<file path="src/rtl/gcd_pkg.sv">
package gcd_pkg;

    localparam int ADDR_W  = 3;
    localparam int DATA_W  = 13;
    localparam int FRAME_W = ADDR_W + DATA_W;
    localparam int POS_W   = 12;
    localparam int N_GAUGE = 2;
    localparam int GSEL_W  = $clog2(N_GAUGE);

    localparam logic [ADDR_W-1:0] ADDR_POS0 = 3'b010;
    localparam logic [ADDR_W-1:0] ADDR_POS1 = 3'b011;
    localparam logic [ADDR_W-1:0] ADDR_RTZ  = 3'b100;

    // Data-field positions inside a return-to-zero command
    localparam int RTZ_SEL_BIT    = 0;
    localparam int RTZ_EN_BIT     = 1;
    localparam int RTZ_DIR_BIT    = 2;
    localparam int RTZ_RSV_LO_BIT = 3;
    localparam int RTZ_MODE_BIT   = 4;
    localparam int RTZ_RSV_HI_LSB = 5;

    typedef enum logic [1:0] {
        CMD_IDLE,
        CMD_POS,
        CMD_RTZ,
        CMD_REJECT
    } cmd_kind_e;

    typedef struct packed {
        logic en;
        logic uncond;
        logic cw;
    } rtz_ctl_t;

    typedef struct packed {
        cmd_kind_e          kind;
        logic [GSEL_W-1:0]  gsel;
        logic [POS_W-1:0]   pos;
        rtz_ctl_t           rtz;
    } cmd_t;

    typedef struct packed {
        logic [N_GAUGE-1:0][POS_W-1:0] pos;
        rtz_ctl_t [N_GAUGE-1:0]        rtz;
        logic                          strobe;
        logic                          err;
    } bank_t;

endpackage

</file>
<file path="src/rtl/gcd_frame_check.sv">
module gcd_frame_check
    import gcd_pkg::*;
(
    input  logic               valid_i,
    input  logic [FRAME_W-1:0] frame_i,
    output cmd_t               cmd_o
);

    logic [ADDR_W-1:0] addr;
    logic [DATA_W-1:0] data;
    logic              pos_rsv_bad;
    logic              rtz_rsv_bad;

    assign addr = frame_i[FRAME_W-1 -: ADDR_W];
    assign data = frame_i[DATA_W-1:0];

    // Each command type has its own reserved-bit screen
    assign pos_rsv_bad = |data[DATA_W-1:POS_W];
    assign rtz_rsv_bad = (|data[DATA_W-1:RTZ_RSV_HI_LSB]) | data[RTZ_RSV_LO_BIT];

    always_comb begin
        cmd_o            = '0;
        cmd_o.kind       = CMD_IDLE;
        cmd_o.pos        = data[POS_W-1:0];
        cmd_o.rtz.en     = data[RTZ_EN_BIT];
        cmd_o.rtz.uncond = data[RTZ_MODE_BIT];
        cmd_o.rtz.cw     = data[RTZ_DIR_BIT];
        if (valid_i) begin
            unique case (addr)
                ADDR_POS0, ADDR_POS1: begin
                    cmd_o.kind = pos_rsv_bad ? CMD_REJECT : CMD_POS;
                    cmd_o.gsel = addr[GSEL_W-1:0];
                end
                ADDR_RTZ: begin
                    cmd_o.kind = rtz_rsv_bad ? CMD_REJECT : CMD_RTZ;
                    cmd_o.gsel = data[RTZ_SEL_BIT +: GSEL_W];
                end
                default: cmd_o.kind = CMD_IDLE;
            endcase
        end
    end

endmodule

</file>
<file path="src/rtl/gcd_reg_bank.sv">
module gcd_reg_bank
    import gcd_pkg::*;
(
    input  logic  clk,
    input  logic  rst_n,
    input  cmd_t  cmd_i,
    input  logic  err_clr_i,
    output bank_t bank_o
);

    bank_t bank_d, bank_q;

    always_comb begin
        bank_d        = bank_q;
        bank_d.strobe = 1'b0;
        unique case (cmd_i.kind)
            CMD_POS: bank_d.pos[cmd_i.gsel] = cmd_i.pos;
            CMD_RTZ: bank_d.rtz[cmd_i.gsel] = cmd_i.rtz;
            default: ;
        endcase
        bank_d.strobe = (bank_d.pos != bank_q.pos) || (bank_d.rtz != bank_q.rtz);
        // A fresh rejection outranks a clear on the same edge
        if (cmd_i.kind == CMD_REJECT) begin
            bank_d.err = 1'b1;
        end else if (err_clr_i) begin
            bank_d.err = 1'b0;
        end
    end

    always_ff @(posedge clk or negedge rst_n) begin
        if (!rst_n) begin
            bank_q <= '0;
        end else begin
            bank_q <= bank_d;
        end
    end

    assign bank_o = bank_q;

endmodule

</file>
<file path="src/rtl/gauge_cmd_decoder.sv">
module gauge_cmd_decoder
    import gcd_pkg::*;
(
    input  logic                clk,
    input  logic                rst_n,
    input  logic                frame_valid,
    input  logic [FRAME_W-1:0]  frame_word,
    input  logic                err_clear,
    output logic [POS_W-1:0]    pos0_target,
    output logic [POS_W-1:0]    pos1_target,
    output logic [N_GAUGE-1:0]  rtz_enable,
    output logic [N_GAUGE-1:0]  rtz_uncond,
    output logic [N_GAUGE-1:0]  rtz_cw,
    output logic                update_strobe,
    output logic                cmd_error
);

    cmd_t  cmd;
    bank_t bank;

    gcd_frame_check u_check (
        .valid_i (frame_valid),
        .frame_i (frame_word),
        .cmd_o   (cmd)
    );

    gcd_reg_bank u_bank (
        .clk       (clk),
        .rst_n     (rst_n),
        .cmd_i     (cmd),
        .err_clr_i (err_clear),
        .bank_o    (bank)
    );

    assign pos0_target = bank.pos[0];
    assign pos1_target = bank.pos[1];

    for (genvar g = 0; g < N_GAUGE; g++) begin : g_rtz_out
        assign rtz_enable[g] = bank.rtz[g].en;
        assign rtz_uncond[g] = bank.rtz[g].uncond;
        assign rtz_cw[g]     = bank.rtz[g].cw;
    end

    assign update_strobe = bank.strobe;
    assign cmd_error     = bank.err;

endmodule

</file>
<file path="config.mk">
export PLATFORM = sky130hd
export DESIGN_NAME = gauge_cmd_decoder
export DESIGN_NICKNAME = d
export VERILOG_FILES = /design/src/rtl/gcd_pkg.sv /design/src/rtl/gcd_frame_check.sv /design/src/rtl/gcd_reg_bank.sv /design/src/rtl/gauge_cmd_decoder.sv
export SDC_FILE = /design/constraint.sdc
export NUM_CORES = 1
export LEC_CHECK = 0
export BUFFER_PORTS_ARGS = -buffer_cell sky130_fd_sc_hd__buf_2
export CELL_PAD_IN_SITES_DETAIL_PLACEMENT = 1
export CELL_PAD_IN_SITES_GLOBAL_PLACEMENT = 2
export CORE_UTILIZATION = 33
export CTS_CLUSTER_DIAMETER = 150
export CTS_CLUSTER_SIZE = 10
export DETAILED_ROUTE_END_ITERATION = 10
export PLACE_DENSITY = 0.84
export RECOVER_POWER = 100
export SLEW_MARGIN = 40
export SYNTH_ARGS = -nofsm -noshare
export SYNTH_HDL_FRONTEND = slang
export SYNTH_SLANG_ARGS = --single-unit
</file>
<file path="constraint.sdc">
create_clock -name clk -period 2.15 [get_ports clk]
set_clock_uncertainty 0.05 [all_clocks]
set_input_delay 0.215 -clock clk [delete_from_list [all_inputs] [get_ports clk]]
set_output_delay 0.215 -clock clk [all_outputs]
set_load 0.01 [all_outputs]
</file>
==> key figures, run 1 <==
Final layout
  • Fin area: 2062 sq um
  • Area taken by multi-input logic gates: 790.8 sq um
  • Final #Nets: 242
  • N_diodes: 0
  • Largest register FFs: 32
  • Non-filler cells, final: 289
  • P&R area growth vs syn: 20.91%
  • Layout fillers: 582
  • Seq. cell area: 800.8 sq um
  • Layout cells sized above 1: 16.67%

Global routing
  • Largest net degree at the start of global routing: 33
  • Grt total ovfl: 0
  • Vias in the first global route: 1532
  • First-pass GRT wire length: 7990 microns
  • Initial antenna violation count: 0
  • Global Route Usage Sum: 19.86%

Drt
  • # DRC: 0
  • Final antenna-violating net count: 0
  • Vias: 1516
  • Initial DRC Count: 83
  • DR pass1 iterations: 5
  • Routed vias/inst: 5.246
  • Routed wire per std cell: 16.88 microns
  • WL final: 4879 microns

STA
  • Post-route setup TNS: 0 ps
  • Least-Margin Pin Slew: 809.9 ps
  • RSZ-0062 raised after global routing: false
  • Period utilization: 77.99%
  • Max transition margin: 46.01%
  • Final Hold Vio Count: 0
  • Final Slew Violations: 0
  • Final Critical Period: 1677 ps
  • Peak Freq: 596.4 MHz
  • Setup violators final: 0

Setup path
  • Crit path max-delay family: simple AND/OR/NAND/NOR gates
  • CP Class: in2reg
  • Setup slack, reg-to-reg: 490 ps
  • Arr. time, crit path: 1790 ps
  • Crit-path cells: clkbuf_1 -> nor4_1 -> nand2_1 -> nor4_1 -> nand3_1 -> nor2_1 -> mux2_1
  • CP peak stage delay: 360 ps
  • Crit path max fanout: 4
  • CP required: 2260 ps
  • Critical Path End Type: flip-flop
  • Worst R2R Path Depth: 6
  • Slowest cell on crit path: mux2_1
  • Critical path's most frequent cell: nor4_1
  • Reg-to-Reg Start: u_bank.bank_o[16]
  • Startpoint types: primary input
  • Buf/Inv on CP: 1
  • Worst r2r dst: u_bank.bank_o[1]

Clock tree
  • H-tree depth: 2
  • # clock sinks: 32
  • Clk_lat worst skew: 290 ps
  • Root Buffer: clkbuf_8
  • CTS tree: done
  • CTS clk-pin slew, worst paths: 60 ps
  • Post-CTS sizing: 0
  • Clock buffer depth: 2
  • CTS buffer count: 5
  • Setup Fix Bufs, Post-CTS: 0

Power and ir drop
  • PwrDens: 811.9 nW/um^2
  • Peak VDD IR: 0.0003080 V
  • Static leakage: 0.9147 nW

Job
  • Max-cap violation count: 0

Place
  • DP HPWL: 3744 microns
  • Port bufs: 51
  • GP Congestion: 0.7666
  • Placed insts: 281
  • DP Area: 2042 sq um

Floorplan
  • IO Pins: 52
  • Die Ht: 73.89 microns
  • Core Region: 4848 sq um
  • Die extent in x: 73.89 microns
  • Num rows: 25
  • Die area: 5459 sq um
  • Starting density of the core: 35.17%

Synth
  • Post-Syn Instances: 166
  • Prevailing post-synth register cell: dfrtp_1
  • FF+latch count, synth: 32
  • Synthesis Warnings: 0
  • Library cells used by synthesis: 40
  • Syn Nets: 186
  • Avg Inst Size Synth: 10.27 sq um
  • Fraction of registers with async set/reset: 100.0%
  • Number of synthesized flops with an enable pin: 0
  • Sequential share of the synthesized area: 46.96%
  • Mapped Area: 1705 sq um

Hold path
  • Hold Startpoint: err_clear
  • Tightest Hold Check Type: in2reg
  • Cell depth of the worst min-delay path: 2
  • Hold path endpoint: u_bank.bank_o[0]

Outcome
  • Status: completed
## per-stage QoR
step	hold WS [ps]	utilization (%)	power (W)	setup WS, ps
floorplan	-130.6	-	0.001050	619.4
global placement	270.6	42.12	0.001263	303.7
detailed placement	272.0	42.12	0.001273	262.0
CTS	60.94	43.92	0.001718	478.0
global route	75.11	42.53	0.001775	305.5
finish	63.91	42.53	0.001674	473.2
## cells in the final DEF (no fill, tap or decap), types with 2 or more instances in the layout
master	synthesis	final
nor3_1	4	4
nand2b_1	3	3
buf_2	2	16
mux2_1	8	8
a211oi_1	3	3
o22ai_1	7	7
inv_1	18	18
mux2_2	9	9
o2bb2ai_1	3	3
nand2_1	17	17
o21ai_0	14	14
a22o_1	4	4
a21oi_1	3	3
a2111oi_0	2	2
dfrtp_1	32	32
nor2_1	2	4
clkbuf_1	4	38
xnor2_1	6	6
clkbuf_8	0	5
nor4_1	2	3
## repair_timing
item / in CTS / in global routing
endpoints found under the setup margin: 0 / 0
hold endpoints to repair: 32 / 0
hold buffers: 1 / 0
## worst max path at each step
stage                            from           endpoint  slack (ps)  cells after the start
global placement       frame_word[10]   u_bank.bank_o[2]         300                      7
floorplan              frame_word[15]  u_bank.bank_o[17]         620                      5
global route           frame_word[10]   u_bank.bank_o[4]         310                      7
CTS                 u_bank.bank_o[10]   u_bank.bank_o[1]         480                      6
detailed placement     frame_word[10]   u_bank.bank_o[4]         260                      7
finish                 frame_word[10]   u_bank.bank_o[4]         470                      7
## synthesized netlist by cell type, types with 2 or more instances
cell type / instances / area [sq um]
dfrtp_1: 32 / 800.8
inv_1: 18 / 67.56
nand2_1: 17 / 63.81
o21ai_0: 14 / 70.07
mux2_2: 9 / 101.4
mux2_1: 8 / 90.09
o22ai_1: 7 / 43.79
xnor2_1: 6 / 52.55
a22o_1: 4 / 35.03
clkbuf_1: 4 / 15.01
nor3_1: 4 / 20.02
a211oi_1: 3 / 22.52
a21oi_1: 3 / 15.01
nand2b_1: 3 / 18.77
nor2_2: 3 / 18.77
o2bb2ai_1: 3 / 26.28
a2111oi_0: 2 / 17.52
buf_2: 2 / 10.01
nor2_1: 2 / 7.510
nor4_1: 2 / 12.51
## worst reg2reg max path: stages, from the launching register on
cell	delay, ps
dfrtp_1	400
xnor2_1	150
nand2_1	90
a2111oi_0	460
a21oi_1	80
nor3_1	210
o22ai_1	110
## cell type report
type | count | share of cell area, %
Multi-Input combinational cell | 109 | 38.35
Inverter | 18 | 3.277
Timing Repair Buffer | 56 | 11.71
Sequential cell | 32 | 38.83
Tap cell | 67 | 4.066
Clock buffer | 6 | 3.519
Clock inverter | 1 | 0.2427
## routing by layer
metal | global-route usage, % | vias up | wire, microns
li1 | - | 711 | -
met1 | 26.14 | 748 | 2224
met2 | 32.21 | 47 | 2333
met3 | 4.115 | 10 | 245
met4 | 7.051 | 0 | 75
met5 | 0 | - | 0
## power breakdown
group | leakage (nW) | switching [W] | internal (W) | total [W]
logic | 0.470 | 0.000245 | 0.000181 | 0.000426
clock network | 0.0410 | 0.000220 | 0.000220 | 0.000440
registers | 0.404 | 0.000104 | 0.000704 | 0.000808
total | 0.915 | 0.000570 | 0.00110 | 0.00167
## cells by family (layout without fill, tap and decap cells)
family          count (synthesis)  in the layout  synth area share, %
compound gates                 48             48                20.40
simple gates                   37             37                11.96
buf+inv                        25             81                5.869
mux                            17             17                11.23
flops                          32             32                46.96
xor+xnor                        7              7                3.595
No activity file was read; power rests on OpenSTA's default activity.
==> inputs of run 2 (changes only) <==
ABC_AREA = 1   (was default)
CORE_UTILIZATION = 26   (was 33)
PLACE_DENSITY = 0.76   (was 0.84)
clock period = 1.4 ns   (was 2.15 ns; I/O delays follow)
==> run 2 against run 1 <==
Effect of this change: total power increased by 79%; final area is 42% higher; final cell count grew 67%; combinational power up 120%; setup slack worse by 470 ps; routed wire length up 29%.
==> key figures, run 2 <==
Power and ir drop
  • Static leakage: 1.525 nW (was 0.9147 nW)
  • Combinational power share: 31.4% (was 25.5%)
  • Peak VDD IR: 0.0004778 V (was 0.0003080 V)
  • Clock share of power: 23.8% (was 26.3%)
  • P_int: 0.001903 W (was 0.001104 W)
  • Share of total power in sequential cells: 44.8% (was 48.3%)
  • Net Sw Power: 0.001093 W (was 0.0005699 W)
  • Switching share of power: 36.47% (was 34.04%)
  • PwrDens: 1024 nW/um^2 (was 811.9 nW/um^2)

Drt
  • DR pass1 iterations: 4 (was 5)
  • WL final: 6316 microns (was 4879 microns)
  • Vias: 2194 (was 1516)
  • Routed vias/inst: 4.542 (was 5.246)
  • # DRC: 0 (unchanged)
  • Routed wire per std cell: 13.08 microns (was 16.88 microns)
  • Initial DRC Count: 49 (was 83)
  • Final antenna-violating net count: 0 (unchanged)

Synth
  • Post-Syn Instances: 287 (was 166)
  • Avg Inst Size Synth: 7.281 sq um (was 10.27 sq um)
  • Sequential share of the synthesized area: 38.32% (was 46.96%)
  • Cell with the most instances after synthesis: nand2_1 (was dfrtp_1)
  • Synthesis Warnings: 0 (unchanged)
  • Fraction of registers with async set/reset: 100.0% (unchanged)
  • FF+latch count, synth: 32 (unchanged)
  • Synth area leader: dfrtp_1 (unchanged)
  • Syn Nets: 307 (was 186)
  • Post-synth top cells: 50 x nand2_1, 40 x nor2_1, 38 x inv_1 (was 32 x dfrtp_1, 18 x inv_1, 17 x nand2_1)
  • Mapped Area: 2090 sq um (was 1705 sq um)
  • Prevailing post-synth register cell: dfrtp_1 (unchanged)
  • Number of synthesized flops with an enable pin: 0 (unchanged)
  • Synth area leaders: dfrtp_1 38%, nand2_1 9.0%, nand3_1 8.4% (was dfrtp_1 47%, mux2_2 5.9%, mux2_1 5.3%)
  • Library cells used by synthesis: 22 (was 40)
  • Synth top area share: 38.32% (was 46.96%)

Clock tree
  • Clock buffer depth: 2 (unchanged)
  • Clk_lat worst skew: 290 ps (about the same)
  • Root Buffer: clkbuf_8 (unchanged)
  • H-tree depth: 2 (unchanged)
  • CTS buffer count: 5 (unchanged)
  • CTS clk-pin slew, worst paths: 70 ps (was 60 ps)
  • # clock sinks: 32 (unchanged)
  • CTS tree: done (unchanged)

Place
  • GP Congestion: 0.7530 (was 0.7666)
  • Placed insts: 471 (was 281)
  • Port bufs: 51 (unchanged)
  • DP HPWL: 4836 microns (was 3744 microns)
  • DP Area: 2753 sq um (was 2042 sq um)

Global routing
  • Global Route Usage Sum: 15.97% (was 19.86%)
  • Initial antenna violation count: 0 (unchanged)
  • Most Used Layer, Global Route: met2 (unchanged)
  • GRT met1 Usage: 20.65% (was 26.14%)
  • Grt total ovfl: 0 (unchanged)
  • Met3 Track Usage GR: 3.151% (was 4.115%)
  • Vias in the first global route: 2293 (was 1532)
  • Largest net degree at the start of global routing: 33 (unchanged)
  • M2 GR Usage: 27.19% (was 32.21%)
  • First-pass GRT wire length: 10590 microns (was 7990 microns)

Setup path
  • Worst R2R Path Depth: 8 (was 6)
  • Crit-path cells: buf_4 -> inv_2 -> nor2_4 -> nand2_2 -> nand2_4 -> nor2_4 -> buf_12 -> nand3b_1 -> nand2_1 -> nor2_2 -> nand2_1 -> nor2_1 -> nand2_1 -> nor2_2 -> nand2_1 (was clkbuf_1 -> nor4_1 -> nand2_1 -> nor4_1 -> nand3_1 -> nor2_1 -> mux2_1)
  • Reg-to-Reg Start: u_bank.bank_o[3] (was u_bank.bank_o[16])
  • Slowest cell on crit path: nor2_4 (was mux2_1)
  • CP required: 1530 ps (was 2260 ps)
  • CP peak stage delay: 140 ps (was 360 ps)
  • Worst r2r dst: u_bank.bank_o[1] (unchanged)
  • Setup slack, reg-to-reg: 70 ps (was 490 ps)
  • Crit path max fanout: 12 (was 4)
  • Critical path's most frequent cell: nand2_1 (was nor4_1)
  • CP Class: in2reg (unchanged)
  • Startpoint types: primary input (unchanged)
  • Arr. time, crit path: 1530 ps (was 1790 ps)
  • Critical Path End Type: flip-flop (unchanged)

Hold path
  • Cell depth of the worst min-delay path: 3 (was 2)
  • Tightest Hold Check Type: in2reg (unchanged)
  • Hold path endpoint: u_bank.bank_o[21] (was u_bank.bank_o[0])
  • Hold Startpoint: frame_word[1] (was err_clear)

Final layout
  • P&R area growth vs syn: 40.00% (was 20.91%)
  • Non-filler cells, final: 483 (was 289)
  • N_diodes: 0 (unchanged)
  • Layout cells sized above 1: 32.81% (was 16.67%)
  • Fin area: 2925 sq um (was 2062 sq um)
  • Commonest non-fill, non-tap cells in the layout: 49 x nand2_1, 48 x buf_2, 38 x inv_1, 38 x buf_4, 35 x nor2_1 (was 38 x clkbuf_1, 32 x dfrtp_1, 18 x inv_1)
  • Largest register FFs: 32 (unchanged)
  • Commonest non-fill, non-tap cell in the layout: nand2_1 (was clkbuf_1)
  • Final #Nets: 401 (was 242)

Floorplan
  • Starting density of the core: 26.90% (was 35.17%)
  • Core Region: 7767 sq um (was 4848 sq um)
  • Die extent in x: 91.65 microns (was 73.89 microns)
  • Die Ht: 91.65 microns (was 73.89 microns)
  • IO Pins: 52 (unchanged)
  • Die area: 8399 sq um (was 5459 sq um)
  • Num rows: 32 (was 25)

Outcome
  • Status: completed (unchanged)

STA
  • Final Slew Violations: 0 (unchanged)
  • Setup violators final: 0 (unchanged)
  • Max transition margin: 41.83% (was 46.01%)
  • Peak Freq: 715.0 MHz
  • RSZ-0062 raised after global routing: true (was false)
  • Final Hold Vio Count: 0 (unchanged)
  • Period utilization: 99.90%
  • Final Critical Period: 1399 ps
  • Least-Margin Pin Slew: 872.5 ps (was 809.9 ps)

Job
  • Max-cap violation count: 0 (unchanged)
[run 2: cell types whose count changed after synthesis, moves of 11 or more]
cell	before	now
a21oi_1	3	22
inv_1	18	38
nand2_1	17	50
nand3_1	1	35
nand3b_1	1	17
nand4_1	0	11
nor2_1	2	40
[run 2: repair_timing]
| item | 4_1_cts | 5_1_grt |
|---|---|---|
| pin swaps | 3 | 10 |
| hold endpoints to repair | 33 | 0 |
| hold buffers | 2 | 0 |
| gates cloned | 0 | 1 |
| gates resized for setup | 8 | 5 |
| endpoints found under the setup margin | 1 | 4 |
| setup buffers | 1 | 1 |
[run 2: metrics by stage]
| step | worst slack (ps) | total power [W] | utilization (%) | hold WS (ps) | TNS, ps |
|---|---|---|---|---|---|
| 2_1_floorplan | 26.91 | 0.001810 | - | -205.6 | 0 |
| 3_3_place_gp | -403.1 | 0.002274 | 35.44 | 66.43 | -1467 |
| 3_5_place_dp | -427.0 | 0.002304 | 35.44 | 68.47 | -1888 |
| 4_1_cts | -0.7773 | 0.003056 | 37.24 | 101.0 | -0.7773 |
| 5_1_grt | -122.2 | 0.003230 | 37.66 | 137.4 | -122.2 |
| 6_report | 1.386 | 0.002996 | 37.66 | 116.3 | 0 |
[run 2: critical path: cells and delay by family]
family        cells  cell delay (ps)
buf+inv           3              280
simple gates     12             1080
[run 2: logic make-up (layout without fill, tap and decap cells)]
family | Yosys count | count (layout) | share of synthesized area, %
buffers and inverters | 53 | 147 | 12.04
DFF | 32 | 32 | 38.32
AOI/OAI and AO/OA | 37 | 37 | 9.880
and+or+nand+nor | 165 | 165 | 39.76
[run 2: final cells by class]
class / count / area (sq um)
Multi-Input combinational cell: 202 / 1076
Tap cell: 102 / 127.6
Clock buffer: 5 / 68.82
Fill cell: 1018 / 4842
Inverter: 43 / 161.4
Clock inverter: 2 / 12.51
Sequential cell: 32 / 800.8
Timing Repair Buffer: 97 / 678.2
[run 2: worst max path at each step]
stage,start,to,cells past startpoint
5_1_grt,frame_word[14],u_bank.bank_o[1],15
3_3_place_gp,frame_word[14],u_bank.bank_o[1],14
6_report,frame_word[14],u_bank.bank_o[1],15
4_1_cts,frame_word[14],u_bank.bank_o[1],15
2_1_floorplan,frame_word[14],u_bank.bank_o[1],13
3_5_place_dp,frame_word[14],u_bank.bank_o[1],14
[run 2: power groups by stage]
stage	sequential [W]	combinational (W)	clock (W)
2_1_floorplan	0.00143	0.000379	0
3_3_place_gp	0.00136	0.000917	0
3_5_place_dp	0.00136	0.000940	0
4_1_cts	0.00135	0.000957	0.000750
5_1_grt	0.00139	0.00106	0.000789
6_report	0.00134	0.000941	0.000712
[run 2: metal layers]
metal | routed length [microns] | share of wire (%) | vias to the layer above
met4 | 61 | 0.97 | 0
met3 | 196 | 3.1 | 7
met5 | 0 | 0 | -
met1 | 3003 | 48 | 1030
li1 | - | - | 1122
met2 | 3054 | 48 | 35
==> inputs of run 3 (changes only) <==
PLACE_DENSITY = 0.86   (was 0.76)
SYNTH_HIERARCHICAL = 1   (was default)
==> run 3 against run 2 <==
Effect of this change: the flow now finishes with violations (setup timing); synthesized area up 9.6%; sequential share of layout area down 2.6 points; routed wire length is 21% higher; sequential power shrank 4%; first-iteration DRC count is 49% higher.
==> key figures, run 3 <==
Outcome
  • Status: finished, violations left (was completed)
  • Failing checks: setup timing

Place
  • DP HPWL: 5583 microns (was 4836 microns)
  • Placed insts: 513 (was 471)
  • Place WS: -537.2 ps (was -427.0 ps)
  • Port bufs: 51 (unchanged)
  • GP Congestion: 0.7610 (was 0.7530)

Final layout
  • N_diodes: 0 (unchanged)
  • Non-filler cells, final: 531 (was 483)
  • Area taken by multi-input logic gates: 1199 sq um (was 1076 sq um)
  • Commonest non-fill, non-tap cell in the layout: inv_1 (was nand2_1)
  • Layout cells sized above 1: 31.69% (was 32.81%)
  • Layout fillers: 1077 (was 1018)
  • Util after Layout: 38.62% (was 37.66%)
  • Final #Nets: 446 (was 401)
  • P&R area growth vs syn: 41.37% (was 40.00%)
  • Commonest non-fill, non-tap cells in the layout: 70 x inv_1, 51 x nand2_1, 35 x buf_4 (was 49 x nand2_1, 48 x buf_2, 38 x inv_1, 38 x buf_4, 35 x nor2_1)
  • Seq. cell area: 800.8 sq um (unchanged)
  • Largest register FFs: 32 (unchanged)

Synth
  • Mapped Area: 2290 sq um (was 2090 sq um)
  • Sequential share of the synthesized area: 34.97% (was 38.32%)
  • Fraction of registers with async set/reset: 100.0% (unchanged)
  • Post-synth top cells: 74 x inv_1, 58 x nand2_1, 44 x nor2_1 (was 50 x nand2_1, 40 x nor2_1, 38 x inv_1)
  • Synthesis Warnings: 6 (was 0)
  • Syn Nets: 366 (was 307)
  • Avg Inst Size Synth: 6.618 sq um (was 7.281 sq um)
  • Prevailing post-synth register cell: dfrtp_1 (unchanged)
  • Cell with the most instances after synthesis: inv_1 (was nand2_1)
  • Number of synthesized flops with an enable pin: 0 (unchanged)
  • Library cells used by synthesis: 21 (was 22)
  • Synth area leaders: dfrtp_1 35%, inv_1 12%, nand2_1 9.5% (was dfrtp_1 38%, nand2_1 9.0%, nand3_1 8.4%)
  • Synth area leader: dfrtp_1 (unchanged)
  • Post-Syn Instances: 346 (was 287)
  • Synth top area share: 34.97% (was 38.32%)
  • FF+latch count, synth: 32 (unchanged)

Global routing
  • M2 GR Usage: 28.81% (was 27.19%)
  • First-pass GRT wire length: 11740 microns (was 10590 microns)
  • GRT met1 Usage: 22.34% (was 20.65%)
  • Most Used Layer, Global Route: met2 (unchanged)
  • Initial antenna violation count: 0 (unchanged)
  • Vias in the first global route: 2444 (was 2293)
  • Grt total ovfl: 0 (unchanged)
  • Largest net degree at the start of global routing: 25 (was 33)
  • Met3 Track Usage GR: 2.607% (was 3.151%)
  • Global Route Usage Sum: 16.86% (was 15.97%)

Drt
  • DR pass1 iterations: 4 (unchanged)
  • Initial DRC Count: 73 (was 49)
  • WL final: 7624 microns (was 6316 microns)
  • Vias: 2407 (was 2194)
  • Final antenna-violating net count: 0 (unchanged)
  • Routed vias/inst: 4.533 (was 4.542)
  • # DRC: 0 (unchanged)
  • Routed wire per std cell: 14.36 microns (was 13.08 microns)

Setup path
  • CP Class: in2reg (unchanged)
  • Critical Path End Type: flip-flop (unchanged)
  • Crit path max-delay family: simple AND/OR/NAND/NOR gates (unchanged)
  • CP required: 1520 ps (was 1530 ps)
  • Startpoint types: primary input (unchanged)
  • Slowest cell on crit path: a21oi_4 (was nor2_4)
  • Critical path's most frequent cell: nand2_1 (unchanged)
  • CP peak stage delay: 160 ps (was 140 ps)
  • Crit path max fanout: 8 (was 12)
  • Arr. time, crit path: 1740 ps (was 1530 ps)
  • Crit-path cells: buf_8 -> nor2_4 -> nand2_2 -> buf_6 -> a21oi_4 -> inv_2 -> nand2_4 -> nor2_4 -> buf_12 -> buf_12 -> nand3_2 -> nand2_1 -> inv_1 -> nand2_1 -> nor2_1 -> nand2_1 -> nor2_1 -> nand2_1 (was buf_4 -> inv_2 -> nor2_4 -> nand2_2 -> nand2_4 -> nor2_4 -> buf_12 -> nand3b_1 -> nand2_1 -> nor2_2 -> nand2_1 -> nor2_1 -> nand2_1 -> nor2_2 -> nand2_1)
  • Buf/Inv on CP: 6 (was 3)

Clock tree
  • CTS buffer count: 5 (unchanged)
  • Clk_lat worst skew: 290 ps (about the same)
  • # clock sinks: 32 (unchanged)
  • CTS clk-pin slew, worst paths: 70 ps (about the same)
  • H-tree depth: 2 (unchanged)
  • Root Buffer: clkbuf_8 (unchanged)
  • CTS tree: done (unchanged)
  • Clock buffer depth: 2 (unchanged)

Floorplan
  • Core Region: 8382 sq um (was 7767 sq um)
  • Die extent in x: 95.85 microns (was 91.65 microns)
  • Num rows: 33 (was 32)
  • Die area: 9186 sq um (was 8399 sq um)
  • Starting density of the core: 27.32% (was 26.90%)
  • IO Pins: 52 (unchanged)
  • Die Ht: 95.85 microns (was 91.65 microns)

Hold path
  • Tightest Hold Check Type: in2reg (unchanged)

Power and ir drop
  • Peak VDD IR: 0.0003467 V (was 0.0004778 V)
  • Static leakage: 1.663 nW (was 1.525 nW)
  • PwrDens: 932.2 nW/um^2 (was 1024 nW/um^2)

STA
  • Final Hold Vio Count: 0 (unchanged)
  • Peak Freq: 619.7 MHz (was 715.0 MHz)
  • Post-route setup TNS: -2394 ps (was 0 ps)
  • Final Slew Violations: 0 (unchanged)
  • RSZ-0062 raised after global routing: true (unchanged)
  • Setup violators final: 15 (was 0)
  • Fin worst setup slack: -213.7 ps (was 1.386 ps)
  • Least-Margin Pin Slew: 878.8 ps (was 872.5 ps)
  • Hold Slack: 157.3 ps (was 116.3 ps)
  • Final Critical Period: 1614 ps (was 1399 ps)
  • Period utilization: 115.3% (was 99.90%)
  • Max transition margin: 41.41% (was 41.83%)

Job
  • Max-cap violation count: 0 (unchanged)
-- run 3: final timing paths --
path / start / end / slack, ps / cells past startpoint
worst min-delay path: frame_word[1] / u_bank/bank_o[7] / 160 / 3
worst max register to register: u_bank/bank_o[19] / u_bank/bank_o[1] / 140 / 10
max in group asynchronous: rst_n / u_bank/bank_o[12] / 40 / 3
worst min register to register: u_bank/bank_o[0] / u_bank/bank_o[0] / 490 / 2
min in group asynchronous: rst_n / u_bank/bank_o[5] / 440 / 2
worst max-delay path: frame_word[14] / u_bank/bank_o[1] / -210 / 18
-- run 3: power breakdown --
part / leakage [nW] / switching [W] / internal (W)
Combinational: 1.28 / 0.000577 / 0.000347
Clock: 0.0503 / 0.000366 / 0.000439
Sequential: 0.337 / 0.000174 / 0.00112
Total: 1.66 / 0.00112 / 0.00190
-- run 3: cell type report --
type	instances	share of cell area (%)
clock buffer	7	2.976
sequential	32	24.74
timing repair buffer	98	21.07
tap	105	4.059
multi-input combinational	208	37.03
inverter	81	10.13
-- run 3: repair_timing --
item / CTS / global route
resized for setup: 7 / 65
hold buffers: 2 / 0
endpoints found under the hold margin: 14 / 0
pin swaps: 1 / 26
setup endpoints to repair: 28 / 28
buffers inserted: 3 / 7
-- run 3: cells by family (layout without fill, tap and decap cells) --
kind of cell | after synthesis | count (layout) | share of synthesized area, %
buffers and inverters | 106 | 186 | 22.13
flip-flops | 32 | 32 | 34.97
AO/OA/AOI/OAI | 34 | 34 | 7.650
AND/OR/NAND/NOR | 174 | 174 | 35.25
-- run 3: worst min-delay path, stage by stage --
cell	delay [ps]
buf_2	180
nor2_4	100
a21oi_2	30
-- run 3: through the flow --
step	total power, W	instance area [sq um]
6_report	0.003017	3237
5_1_grt	0.003206	3237
4_1_cts	0.003044	3025
3_5_place_dp	0.002212	2863
3_3_place_gp	0.002183	2863
2_1_floorplan	0.001778	2369
-- run 3: routing by layer --
metal	up-vias	wire length [microns]
met1	1151	3560
met2	43	3805
met5	-	0
li1	1209	-
met4	0	52
met3	4	207
